<file path="src/rtl/sar_seq_pkg.sv">
package sar_seq_pkg;

  typedef enum logic {
    CLK_INTERNAL = 1'b0,
    CLK_EXTERNAL = 1'b1
  } clk_src_e;

  function automatic int cycle_len(input int track_periods, input int nbits);
    return track_periods + nbits;
  endfunction

endpackage

</file>
<file path="src/rtl/sar_phase_ctr.sv">
module sar_phase_ctr #(
  parameter int CYCLE = 15,
  parameter int PW    = 4
) (
  input  logic          clk,
  input  logic          rst_n,
  input  logic          start_n,
  output logic [PW-1:0] period,
  output logic          halted
);

  localparam logic [PW-1:0] P_FIRST  = PW'(1);
  localparam logic [PW-1:0] P_PARK   = PW'(2);
  localparam logic [PW-1:0] P_RESUME = PW'(3);
  localparam logic [PW-1:0] P_LAST   = PW'(CYCLE);

  always_ff @(posedge clk) begin
    if (!rst_n) begin
      period <= P_FIRST;
      halted <= 1'b0;
    end else if (halted) begin
      if (!start_n) begin
        halted <= 1'b0;
        period <= P_RESUME;
      end
    end else if (period == P_LAST) begin
      period <= P_FIRST;
    end else if (period == P_FIRST) begin
      period <= P_PARK;
      halted <= start_n;
    end else begin
      period <= period + PW'(1);
    end
  end

  // wrap after the last period
  a_r1_wrap: assert property (@(posedge clk) disable iff (!rst_n)
    (period == P_LAST) |=> (period == P_FIRST));

  // mid-cycle periods advance regardless of start
  a_r12_advance: assert property (@(posedge clk) disable iff (!rst_n)
    (!halted && period != P_FIRST && period != P_LAST) |=>
      (period == $past(period) + PW'(1)));

  // parking only happens in period 2
  a_r7_park_in_two: assert property (@(posedge clk) disable iff (!rst_n)
    $rose(halted) |-> (period == P_PARK));

endmodule

</file>
<file path="src/rtl/sar_trial_reg.sv">
module sar_trial_reg #(
  parameter int NBITS = 12,
  parameter int CYCLE = 15,
  parameter int PW    = 4
) (
  input  logic             clk,
  input  logic             rst_n,
  input  logic             load,
  input  logic             resolve,
  input  logic [PW-1:0]    period,
  input  logic             cmp_hi,
  output logic [NBITS-1:0] trial,
  output logic [NBITS-1:0] word_now
);

  localparam logic [NBITS-1:0] MSB_ONLY = NBITS'(1) << (NBITS - 1);

  logic [PW-1:0]    bit_idx;
  logic [NBITS-1:0] nxt;

  assign bit_idx = PW'(CYCLE) - period;

  for (genvar i = 0; i < NBITS; i++) begin : g_bit
    assign word_now[i] = (resolve && bit_idx == PW'(i)) ? cmp_hi : trial[i];
    assign nxt[i]      = word_now[i] | (resolve && bit_idx == PW'(i + 1));
  end

  always_ff @(posedge clk) begin
    if (!rst_n)       trial <= '0;
    else if (load)    trial <= MSB_ONLY;
    else if (resolve) trial <= nxt;
  end

  // the first trial presents only the top bit
  a_r3_msb_loaded: assert property (@(posedge clk) disable iff (!rst_n)
    load |=> (trial == MSB_ONLY));

endmodule

</file>
<file path="src/rtl/sar_out_stage.sv">
module sar_out_stage #(
  parameter int NBITS    = 12,
  parameter int LO_WIDTH = 4
) (
  input  logic             clk,
  input  logic             rst_n,
  input  logic             capture,
  input  logic             conv_go,
  input  logic [NBITS-1:0] word_in,
  input  logic             oe_hi_n,
  input  logic             oe_lo_n,
  output logic [NBITS-1:0] word,
  output logic             drdy,
  output logic [NBITS-1:0] oe
);

  always_ff @(posedge clk) begin
    if (!rst_n) begin
      word <= '0;
      drdy <= 1'b0;
    end else begin
      if (capture) word <= word_in;
      if (capture)      drdy <= 1'b1;
      else if (conv_go) drdy <= 1'b0;
    end
  end

  for (genvar i = 0; i < NBITS; i++) begin : g_oe
    if (i < LO_WIDTH) begin : g_lo
      assign oe[i] = ~oe_lo_n;
    end else begin : g_hi
      assign oe[i] = ~oe_hi_n;
    end
  end

  // latch changes only on capture
  a_r5_word_held: assert property (@(posedge clk) disable iff (!rst_n)
    !capture |=> $stable(word));

endmodule

</file>
<file path="src/rtl/sar_conv_seq.sv">
module sar_conv_seq
  import sar_seq_pkg::*;
#(
  parameter int NBITS         = 12,
  parameter int TRACK_PERIODS = 3,
  parameter int LO_WIDTH      = 4
) (
  input  logic             clk,
  input  logic             rst_n,
  input  logic             start_n,
  input  logic             clk_src_ext,
  input  logic             cmp_hi,
  output logic             track_en,
  output logic             autozero_en,
  output logic [NBITS-1:0] cap_sel,
  output logic             clk_run,
  output logic             data_rdy,
  input  logic             oe_hi_n,
  input  logic             oe_lo_n,
  output logic [NBITS-1:0] data_out,
  output logic [NBITS-1:0] data_oe
);

  localparam int CYCLE = cycle_len(TRACK_PERIODS, NBITS);
  localparam int PW    = $clog2(CYCLE + 1);

  logic [PW-1:0]    period;
  logic             halted;
  logic             load, resolve, capture, conv_go;
  logic [NBITS-1:0] trial, word_now;

  assign load     = (period == PW'(TRACK_PERIODS)) && !halted;
  assign resolve  = (period > PW'(TRACK_PERIODS));
  assign capture  = (period == PW'(CYCLE));
  assign conv_go  = !start_n && (halted || period == PW'(1));

  assign track_en    = (period <= PW'(TRACK_PERIODS));
  assign autozero_en = track_en;
  assign cap_sel     = resolve ? trial : '0;
  assign clk_run     = !(halted && clk_src_e'(clk_src_ext) == CLK_INTERNAL);

  sar_phase_ctr #(.CYCLE(CYCLE), .PW(PW)) u_phase (
    .clk     (clk),
    .rst_n   (rst_n),
    .start_n (start_n),
    .period  (period),
    .halted  (halted)
  );

  sar_trial_reg #(.NBITS(NBITS), .CYCLE(CYCLE), .PW(PW)) u_trial (
    .clk      (clk),
    .rst_n    (rst_n),
    .load     (load),
    .resolve  (resolve),
    .period   (period),
    .cmp_hi   (cmp_hi),
    .trial    (trial),
    .word_now (word_now)
  );

  sar_out_stage #(.NBITS(NBITS), .LO_WIDTH(LO_WIDTH)) u_out (
    .clk     (clk),
    .rst_n   (rst_n),
    .capture (capture),
    .conv_go (conv_go),
    .word_in (word_now),
    .oe_hi_n (oe_hi_n),
    .oe_lo_n (oe_lo_n),
    .word    (data_out),
    .drdy    (data_rdy),
    .oe      (data_oe)
  );

  // data-ready only rises after the last period
  a_r6_ready_after_last: assert property (@(posedge clk) disable iff (!rst_n)
    $rose(data_rdy) |-> ($past(period) == PW'(CYCLE)));

  // parked with start high keeps the ready flag
  a_r7_halt_keeps_ready: assert property (@(posedge clk) disable iff (!rst_n)
    (halted && start_n) |=> $stable(data_rdy));

  // leaving the parked state always lands in period 3
  a_r8_resume_three: assert property (@(posedge clk) disable iff (!rst_n)
    $fell(halted) |-> (period == PW'(3)));

endmodule

</file>
<file path="config.mk">
export PLATFORM = sky130hd
export DESIGN_NAME = sar_conv_seq
export DESIGN_NICKNAME = d
export VERILOG_FILES = /design/src/rtl/sar_seq_pkg.sv /design/src/rtl/sar_phase_ctr.sv /design/src/rtl/sar_trial_reg.sv /design/src/rtl/sar_out_stage.sv /design/src/rtl/sar_conv_seq.sv
export SDC_FILE = /design/constraint.sdc
export NUM_CORES = 1
export LEC_CHECK = 0
export BUFFER_PORTS_ARGS = -buffer_cell sky130_fd_sc_hd__buf_2
export CORE_MARGIN = 4
export CORE_UTILIZATION = 53
export CTS_BUF_LIST = sky130_fd_sc_hd__clkbuf_8
export DETAILED_ROUTE_END_ITERATION = 8
export GPL_ROUTABILITY_DRIVEN = 0
export HOLD_SLACK_MARGIN = 0.08
export PLACE_DENSITY = 0.81
export SYNTH_ARGS = -nofsm -noshare
export SYNTH_HDL_FRONTEND = slang
export SYNTH_SLANG_ARGS = --single-unit
</file>
<file path="constraint.sdc">
create_clock -name clk -period 2 [get_ports clk]
set_clock_uncertainty 0.05 [all_clocks]
set_input_delay 0.4 -clock clk [delete_from_list [all_inputs] [get_ports clk]]
set_output_delay 0.4 -clock clk [all_outputs]
set_load 0.01 [all_outputs]
</file>
Word-level counts from Yosys, hierarchy flattened
Cells that the tools add are included.
{ "totals": {"ff_bits": 30, "elab_cells": 91} }
{ "classes": {"add_sub_neg": 2, "order_cmp": 2, "n_eq_ne": 16, "n_mux": 25, "n_bitwise": 16, "n_reduce_logical": 24} }
{ "ops": {"columns": ["cell", "n"], "rows": [
  ["$mux W12", 3],
  ["$eq A4 B4 Y1 const B", 6],
  ["$mux W1", 18],
  ["$eq A4 B3 Y1 const B", 4],
  ["$logic_and A1 B1 Y1", 16],
  ["$mux W4", 4],
  ["$eq A4 B2 Y1 const B", 3],
  ["$or A1 B1 Y1", 12],
  ["$eq A4 B1 Y1 const B", 2],
  ["$add A4 B1 Y4 const B", 1],
  ["$gt A4 B2 Y1 const B", 1],
  ["$le A4 B2 Y1 const B", 1],
  ["$logic_not A4 Y1", 1],
  ["$not A1 Y1", 4],
  ["$reduce_bool A2 Y1", 2],
  ["$sub A4 B4 Y4 const A", 1],
  ["$logic_not A1 Y1", 3],
  ["$ne A2 B2 Y1 const B", 1],
  ["$reduce_or A2 Y1", 1],
  ["$logic_or A1 B1 Y1", 1]
]} }

Logic depth before layout (Yosys ltp)
Gate-level depths: netlist (run 1).
{ "logic_depth": {"ltp_word": 7, "ltp_mapped": 7, "ltp_nobuf": 5} }

By module
From an unflattened synthesis (run 1), not the netlist that was laid out.
{ "hier_totals": {"hier_cells": 203, "area_unflattened_um2": 1824.2} }
{ "modules_own_cells": {"columns": ["module", "instances", "cells_per_inst", "area_per_inst_um2", "seq_area_each_um2"], "rows": [
  ["sar_trial_reg", 1, 92, 809.5, 240.2],
  ["sar_out_stage", 1, 54, 586.8, 260.2],
  ["sar_phase_ctr", 1, 33, 290.3, 100.1],
  ["sar_conv_seq", 1, 24, 137.6, 0.0]
]} }

Worst setup path before layout (run 1)
OpenSTA, ideal clock, no wires.
{ "synth_path": {"path_type": "flip-flop to output port", "startpoint": "reg u_phase.period[3]", "endpoint": "out cap_sel[3]", "arrival_ns": 1.065, "required_ns": 1.550, "path_slack_ns": 0.485, "stages_incl_launch_ff": 5, "path_buffers": 2, "path_cell_list": "dfxtp_1 buf_6 nor2_1 buf_4 and2b_1"} }
{ "synth_between": {"elab_chain_len": 2} }
{ "synth_rtl": {"columns": ["item", "line", "rtl"], "rows": [
  ["start: declaration", "sar_phase_ctr.sv:8", "output logic [PW-1:0] period,"],
  ["start signal: assignment", "sar_phase_ctr.sv:32", "period <= period + PW'(1);"],
  ["$gt A4 B2 Y1", "sar_conv_seq.sv:33", "assign resolve = (period > PW'(TRACK_PERIODS));"],
  ["$mux W12", "sar_conv_seq.sv:39", "assign cap_sel = resolve ? trial : '0;"],
  ["end: declaration", "sar_conv_seq.sv:15", "output logic [NBITS-1:0] cap_sel,"]
]} }
No other way between the ends.

Worst setup path after layout (run 1)
{ "layout_path": {"startpoint": "reg u_phase.period[0]", "endpoint": "reg u_trial.trial[6]"} }
{ "layout_between": {"elab_chain_len": 5} }
{ "layout_rtl": {"columns": ["item", "line", "rtl"], "rows": [
  ["$sub A4 B4 Y4", "sar_trial_reg.sv:21", "assign bit_idx = PW'(CYCLE) - period;"],
  ["$eq A4 B3 Y1", "sar_trial_reg.sv:24", "assign word_now[i] = (resolve && bit_idx == PW'(i)) ? cmp_hi : trial[i];"],
  ["$logic_and A1 B1 Y1", "sar_trial_reg.sv:24", null],
  ["$mux W1", "sar_trial_reg.sv:24", null],
  ["$or A1 B1 Y1", "sar_trial_reg.sv:25", "assign nxt[i] = word_now[i] | (resolve && bit_idx == PW'(i + 1));"],
  ["end signal: assignment", "sar_trial_reg.sv:31", "else if (resolve) trial <= nxt;"],
  ["end: declaration", "sar_trial_reg.sv:12", "output logic [NBITS-1:0] trial,"]
]} }
Parallel ways exist; a longest one is shown, timed or not.
A chain may end at the register's enable or synchronous reset.

==> qor.txt, run 1 <==
final instance area: 1850 um2
number of global-route vias before repair: 1364
CP Capture Type: flop
Post-route DRC: 0
Final min period: 1.72 ns
Worst Path Max Fanout: 11
CTS Buf Count: 5
power per cell area: 860 nW/um2
Hold EP: u_phase.period[1]
iteration-0 DRC count of the detailed router: 45
critical hold path startpoint: start_n
Net count, final: 234
reg2reg setup slack: 0.28 ns
CP arrival: 1.84 ns
via count: 1429
clock buffer depth: 2
sequential area share after synthesis: 0.369
Antenna Violating Nets Remaining: 0
vias per inst: 5.63
Syn Area/Cell: 8.61 um2
outcome: complete, no violations
area leader, netlist: dfxtp_1
Final Hold Viols: 0
slew margin rel.: 0.729
cells after synthesis: 189
first-pass GRT wire length: 6.53 mm
maximum VDD drop: 0.000611 V
Horiz. Die Dim: 63.4 um
Synth Warn #: 0
row count: 19
placed instance area: 1740 um2
layout overhead on the synthesized area: 13.8%
Clock Tree Root: clkbuf_8
CP required: 2.12 ns
leakage power: 0.834 nW
Final setup viols: 0
EDFF count, synth: 0
CTS sink count: 30
synth cell count leaders: dfxtp_1 (30), nand2_1 (22), nor3_1 (19)
library cells used by synthesis: 37
top post-synthesis cells by area: dfxtp_1 (37%), nor3_1 (5.8%), buf_4 (5.5%)
H-Tree Depth: 2
CTS Hold Bufs: 0
Avg WL per Cell: 14.8 um
TritonCTS clock tree: yes
Worst Max-Slew Pin Slew: 0.406 ns
total track usage: 0.204
worst hold-check path type: primary input to flop
Post-Syn Nets: 200
largest net degree at the start of global routing: 22
Clock Pin Slew Worst Setup and Hold Paths: 0.06 ns
FF-to-FF path depth: 5
HPWL after detailed placement: 2.56 mm
synthesized flop and latch total: 30
# Max-Cap Violations: 0
grt ovf: 0
capturing point of the worst reg2reg path: u_trial.trial[6]
full die area: 4020 um2
Synth top area share: 0.369
f_max: 0.582 GHz
core area: 2850 um2
IO Port Bufs: 46
RR Startpoint: u_phase.period[0]
Setup TNS: 0 ns
ratio of cells with drive above 1 in the final layout: 0.296
Post-CTS Setup Bufs: 0
dominant synthesized flop cell: dfxtp_1
initial antenna violation count: 0
starting density of the core: 0.571
Pre-Repair DR Iteration Count: 4
RSZ-0062 raised after global routing: no
CP Class: flop to flop
Post-synth ARST share: 0
n_diodes: 0
worst-skew pair later-pin latency: 0.28 ns
Setup crit start kind: flop
DRT Wirelength: 3.76 mm
hold depth: 2
I/O pin count: 47
cts repair resizes: 0
synthesized area: 1630 um2
Max Slew Vio Count: 0
die height: 63.4 um
count leader, synth: dfxtp_1
Tcrit/Tclk final: 0.859
stage by stage:
| stage | hold WS, ns | total power, mW | setup slack [ns] | utilization | std cells |
|---|---|---|---|---|---|
| floorplan | 0.389 | 0.927 | 0.485 | - | 189 |
| global placement | 0.393 | 0.978 | 0.424 | 0.610 | 247 |
| detailed placement | 0.397 | 0.982 | 0.354 | 0.610 | 247 |
| CTS | 0.305 | 1.59 | 0.314 | 0.649 | 254 |
| global route | 0.334 | 1.66 | 0.211 | 0.649 | 254 |
| finish | 0.305 | 1.59 | 0.282 | 0.649 | 254 |
worst max path at each step:
stage / from / end / slack (ns) / cells after the start
after floorplan: u_phase.period[3] / cap_sel[3] / 0.49 / 4
after global placement: u_phase.period[0] / u_trial.trial[10] / 0.42 / 5
after detailed placement: u_phase.period[0] / u_trial.trial[6] / 0.35 / 5
after CTS: u_phase.period[3] / cap_sel[5] / 0.31 / 4
after global routing: u_phase.period[0] / u_trial.trial[10] / 0.21 / 5
final: u_phase.period[0] / u_trial.trial[6] / 0.28 / 5
layout by cell type (no fill, tap or decap), drive strengths merged, types with 2 or more instances in the layout:
cell     n
or2      4
o21ai    7
and3     2
dfxtp   30
clkbuf   6
nand3    3
a31oi    6
and2b    5
inv      7
ha       4
buf     51
a21boi   9
nand2b   9
o211a    2
a21oi   11
a21o     2
mux2i    3
nand2   22
nor3    19
nor2b   10
cell type report:
type                       count  area [um2]
sequential                    30         601
clock inverter                 1        30.0
inverter                       7        26.3
timing repair buffer          51         268
multi-input combinational    128         806
tap                           31        38.8
clock buffer                   6        82.6
fill                         256        1000
worst max-delay path, stage by stage (launching register included):
cell and delay, ns:
dfxtp_1 0.42, ha_1 0.42, inv_2 0.11, o41ai_4 0.28, buf_4 0.23, nor3_1 0.09
cells by family after synthesis:
group           Yosys count  share of synthesized area
compound gates           44                      0.190
buf+inv                  31                      0.136
flops                    30                      0.369
mux                       3                     0.0184
simple gates             77                      0.256
fa+ha+maj                 4                     0.0307
sequential cells by signal (all words and copies together) (netlist names):
name	cells
u_phase.halted	1
u_out.word	12
u_trial.trial	12
u_out.drdy	1
u_phase.period	4
power breakdown:
group / switching (mW) / total (mW) / internal (mW) / leakage, nW
clock network: 0.219 / 0.617 / 0.398 / 0.0573
logic: 0.192 / 0.319 / 0.128 / 0.534
registers: 0.0314 / 0.656 / 0.625 / 0.243
metal layers:
layer  wire, um  vias to the layer above  track usage
met4         59                        0       0.0647
met5          0                        -            0
met2       1860                       52        0.338
met3        295                        7       0.0639
li1           -                      700            -
met1       1550                      670        0.250
(Power assumes the default switching activity.)
==> run 2: changes to the inputs <==
--- a/config.mk
+++ b/config.mk
@@ -8,4 +8,6 @@
 export BUFFER_PORTS_ARGS = -buffer_cell sky130_fd_sc_hd__buf_2
+export CELL_PAD_IN_SITES_DETAIL_PLACEMENT = 1
+export CELL_PAD_IN_SITES_GLOBAL_PLACEMENT = 2
 export CORE_MARGIN = 4
-export CORE_UTILIZATION = 53
+export CORE_UTILIZATION = 31
 export CTS_BUF_LIST = sky130_fd_sc_hd__clkbuf_8
@@ -14,3 +16,3 @@
 export HOLD_SLACK_MARGIN = 0.08
-export PLACE_DENSITY = 0.81
+export PLACE_DENSITY_LB_ADDON = 0.1
 export SYNTH_ARGS = -nofsm -noshare
--- a/constraint.sdc
+++ b/constraint.sdc
@@ -4,2 +4,2 @@
 set_output_delay 0.4 -clock clk [all_outputs]
-set_load 0.01 [all_outputs]
+set_load 0.02 [all_outputs]
==> run 2 against run 1 <==
  * Sequential share of layout area fell by 0.60 points
  * Cell area up 1.9%
  * First-iteration DRC count is 49% higher
  * Routed wire length up 21%
  * Flip-flop and latch count stayed put
  * Clock power is 19% lower
  * Count of clock-buffer cells in the layout is the same
  * Worst setup slack got worse by 0.026 ns
  * Via count rose by 0.35%
  * Maximum frequency is 1.5% lower
==> qor.txt, run 2 (synthesis results as in run 1) <==
# Max-Cap Violations: 0 (unchanged)
Pre-Repair DR Iteration Count: 4 (unchanged)
most frequent cells in the layout: buf_2 (46), dfxtp_1 (30), nand2_1 (22)
Avg WL per Cell: 15.5 um (+4.3%)
CP Class: flop to output port
via count: 1434 (+0.35%)
largest net degree at the start of global routing: 22 (unchanged)
Setup crit start kind: flop
grt ovf: 0 (unchanged)
CP Cell Sequence: nor2_1 -> buf_4 -> and2b_1 -> buf_2
worst-skew pair later-pin latency: 0.28 ns (about the same)
Net count, final: 235 (+0.43%)
clock share of power: 0.332 (-0.056)
total track usage: 0.153 (-0.0504)
Post-CTS Setup Bufs: 0 (unchanged)
Setup TNS: 0 ns (unchanged)
I/O pin count: 47 (unchanged)
Worst Path Max Fanout: 7 (-4)
H-Tree Depth: 2 (unchanged)
Worst Max-Slew Pin Slew: 0.421 ns (+0.0147 ns)
Post-route DRC: 0 (unchanged)
vias per inst: 4.86 (-14%)
Antenna Violating Nets Remaining: 0 (unchanged)
placed instance area: 1800 um2 (+3.2%)
Clock Tree Root: clkbuf_8
Comb pwr share: 0.233 (+0.033)
final instance area: 1890 um2 (+1.9%)
CTS Buf Count: 5 (unchanged)
Final setup viols: 0 (unchanged)
row count: 26 (+7)
Reg power frac: 0.435 (+0.023)
DRT Wirelength: 4.56 mm (+21%)
number of global-route vias before repair: 1517 (+11%)
Max Slew Vio Count: 0 (unchanged)
power per cell area: 799 nW/um2 (-7.1%)
final hold slack: 0.314 ns (+0.00947 ns)
n_diodes: 0 (unchanged)
starting density of the core: 0.319 (-0.252)
clock buffer depth: 2 (unchanged)
CP arrival: 1.29 ns (-0.55 ns)
initial antenna violation count: 0 (unchanged)
worst hold-check path type: primary input to flop
CTS sink count: 30 (unchanged)
Final min period: 1.74 ns (+0.0262 ns)
IO Port Bufs: 46 (unchanged)
NetSw: 0.479 mW (+8.3%)
die height: 80.5 um (+27%)
slew margin rel.: 0.719 (-0.00984)
CTS Hold Bufs: 0 (unchanged)
Horiz. Die Dim: 80.5 um (+27%)
CP required: 1.55 ns (-0.57 ns)
first-pass GRT wire length: 7.61 mm (+16%)
cts repair resizes: 0 (unchanged)
TritonCTS clock tree: yes
Sw Share: 0.318 (+0.0401)
Top Registers: u_out.word: 12 flops, u_trial.trial: 12 flops, u_phase.period: 4 flops
Buf/Inv on CP: 2 (unchanged)
Fillers: 663 (+160%)
largest stage delay on the critical path: 0.32 ns (-0.10 ns)
kind of cell adding the most delay to the critical path: simple AND/OR/NAND/NOR gates
CP max stage cell: dfxtp_1
f_max: 0.573 GHz (-1.5%)
commonest non-fill, non-tap cell in the layout: buf_2
iteration-0 DRC count of the detailed router: 67 (+49%)
leakage power: 0.833 nW (about the same)
layout overhead on the synthesized area: 15.9%
Final Hold Viols: 0 (unchanged)
full die area: 6470 um2 (+61%)
maximum VDD drop: 0.000301 V (-51%)
Tcrit/Tclk final: 0.872 (+0.0131)
outcome: complete, no violations
core area: 5110 um2 (+79%)
CP Capture Type: output port
RSZ-0062 raised after global routing: no
ratio of cells with drive above 1 in the final layout: 0.298 (+0.00181)
HPWL after detailed placement: 3.39 mm (+32%)
Clock Pin Slew Worst Setup and Hold Paths: 0.06 ns (about the same)
internal power: 1.03 mW (-11%)
## run 2: power by group through the flow
stage	clock, mW	combinational, mW	sequential (mW)
after floorplan	0	0.289	0.656
after detailed placement	0	0.355	0.669
after global routing	0.547	0.389	0.661
after CTS	0.518	0.356	0.656
after global placement	0	0.346	0.666
final	0.501	0.351	0.656
## run 2: cell type report
cell class	count	area, um2	area share
repair buffers	52	275	0.146
clock inverters	2	8.76	0.00464
flip-flops and latches	30	601	0.318
clock buffers	6	82.6	0.0438
inverters	7	26.3	0.0139
multi-input cells	128	806	0.427
well taps	70	87.6	0.0464
## run 2: per-layer routing
layer / vias to the layer above / part of all wire / global-route usage
li1: 705 / - / -
met1: 686 / 0.45 / 0.187
met2: 36 / 0.49 / 0.266
met3: 7 / 0.054 / 0.0392
met4: 0 / 0.011 / 0.0405
met5: - / 0 / 0
## run 2: worst reg2reg max path, stage by stage (launching register included)
cell and delay (ns):
dfxtp_1 0.42, ha_1 0.43, inv_2 0.11, o41ai_4 0.29
buf_4 0.23, nor3_1 0.09
## run 2: final timing paths
path	slack [ns]	startpoint	to	depth (start not counted)
min	0.31	start_n	u_phase.period[1]	2
max reg2reg	0.26	u_phase.period[0]	u_trial.trial[0]	5
min reg2reg	0.41	u_out.word[11]	u_out.word[11]	2
max	0.26	u_phase.period[3]	cap_sel[0]	4
## run 2: per-stage QoR
stage | power, mW | instances | worst slack [ns] | util
after CTS | 1.53 | 295 | 0.240 | 0.369
after detailed placement | 1.02 | 287 | 0.293 | 0.352
after floorplan | 0.945 | 189 | 0.422 | -
after global placement | 1.01 | 287 | 0.414 | 0.352
final | 1.51 | 295 | 0.256 | 0.369
after global routing | 1.60 | 295 | 0.143 | 0.369
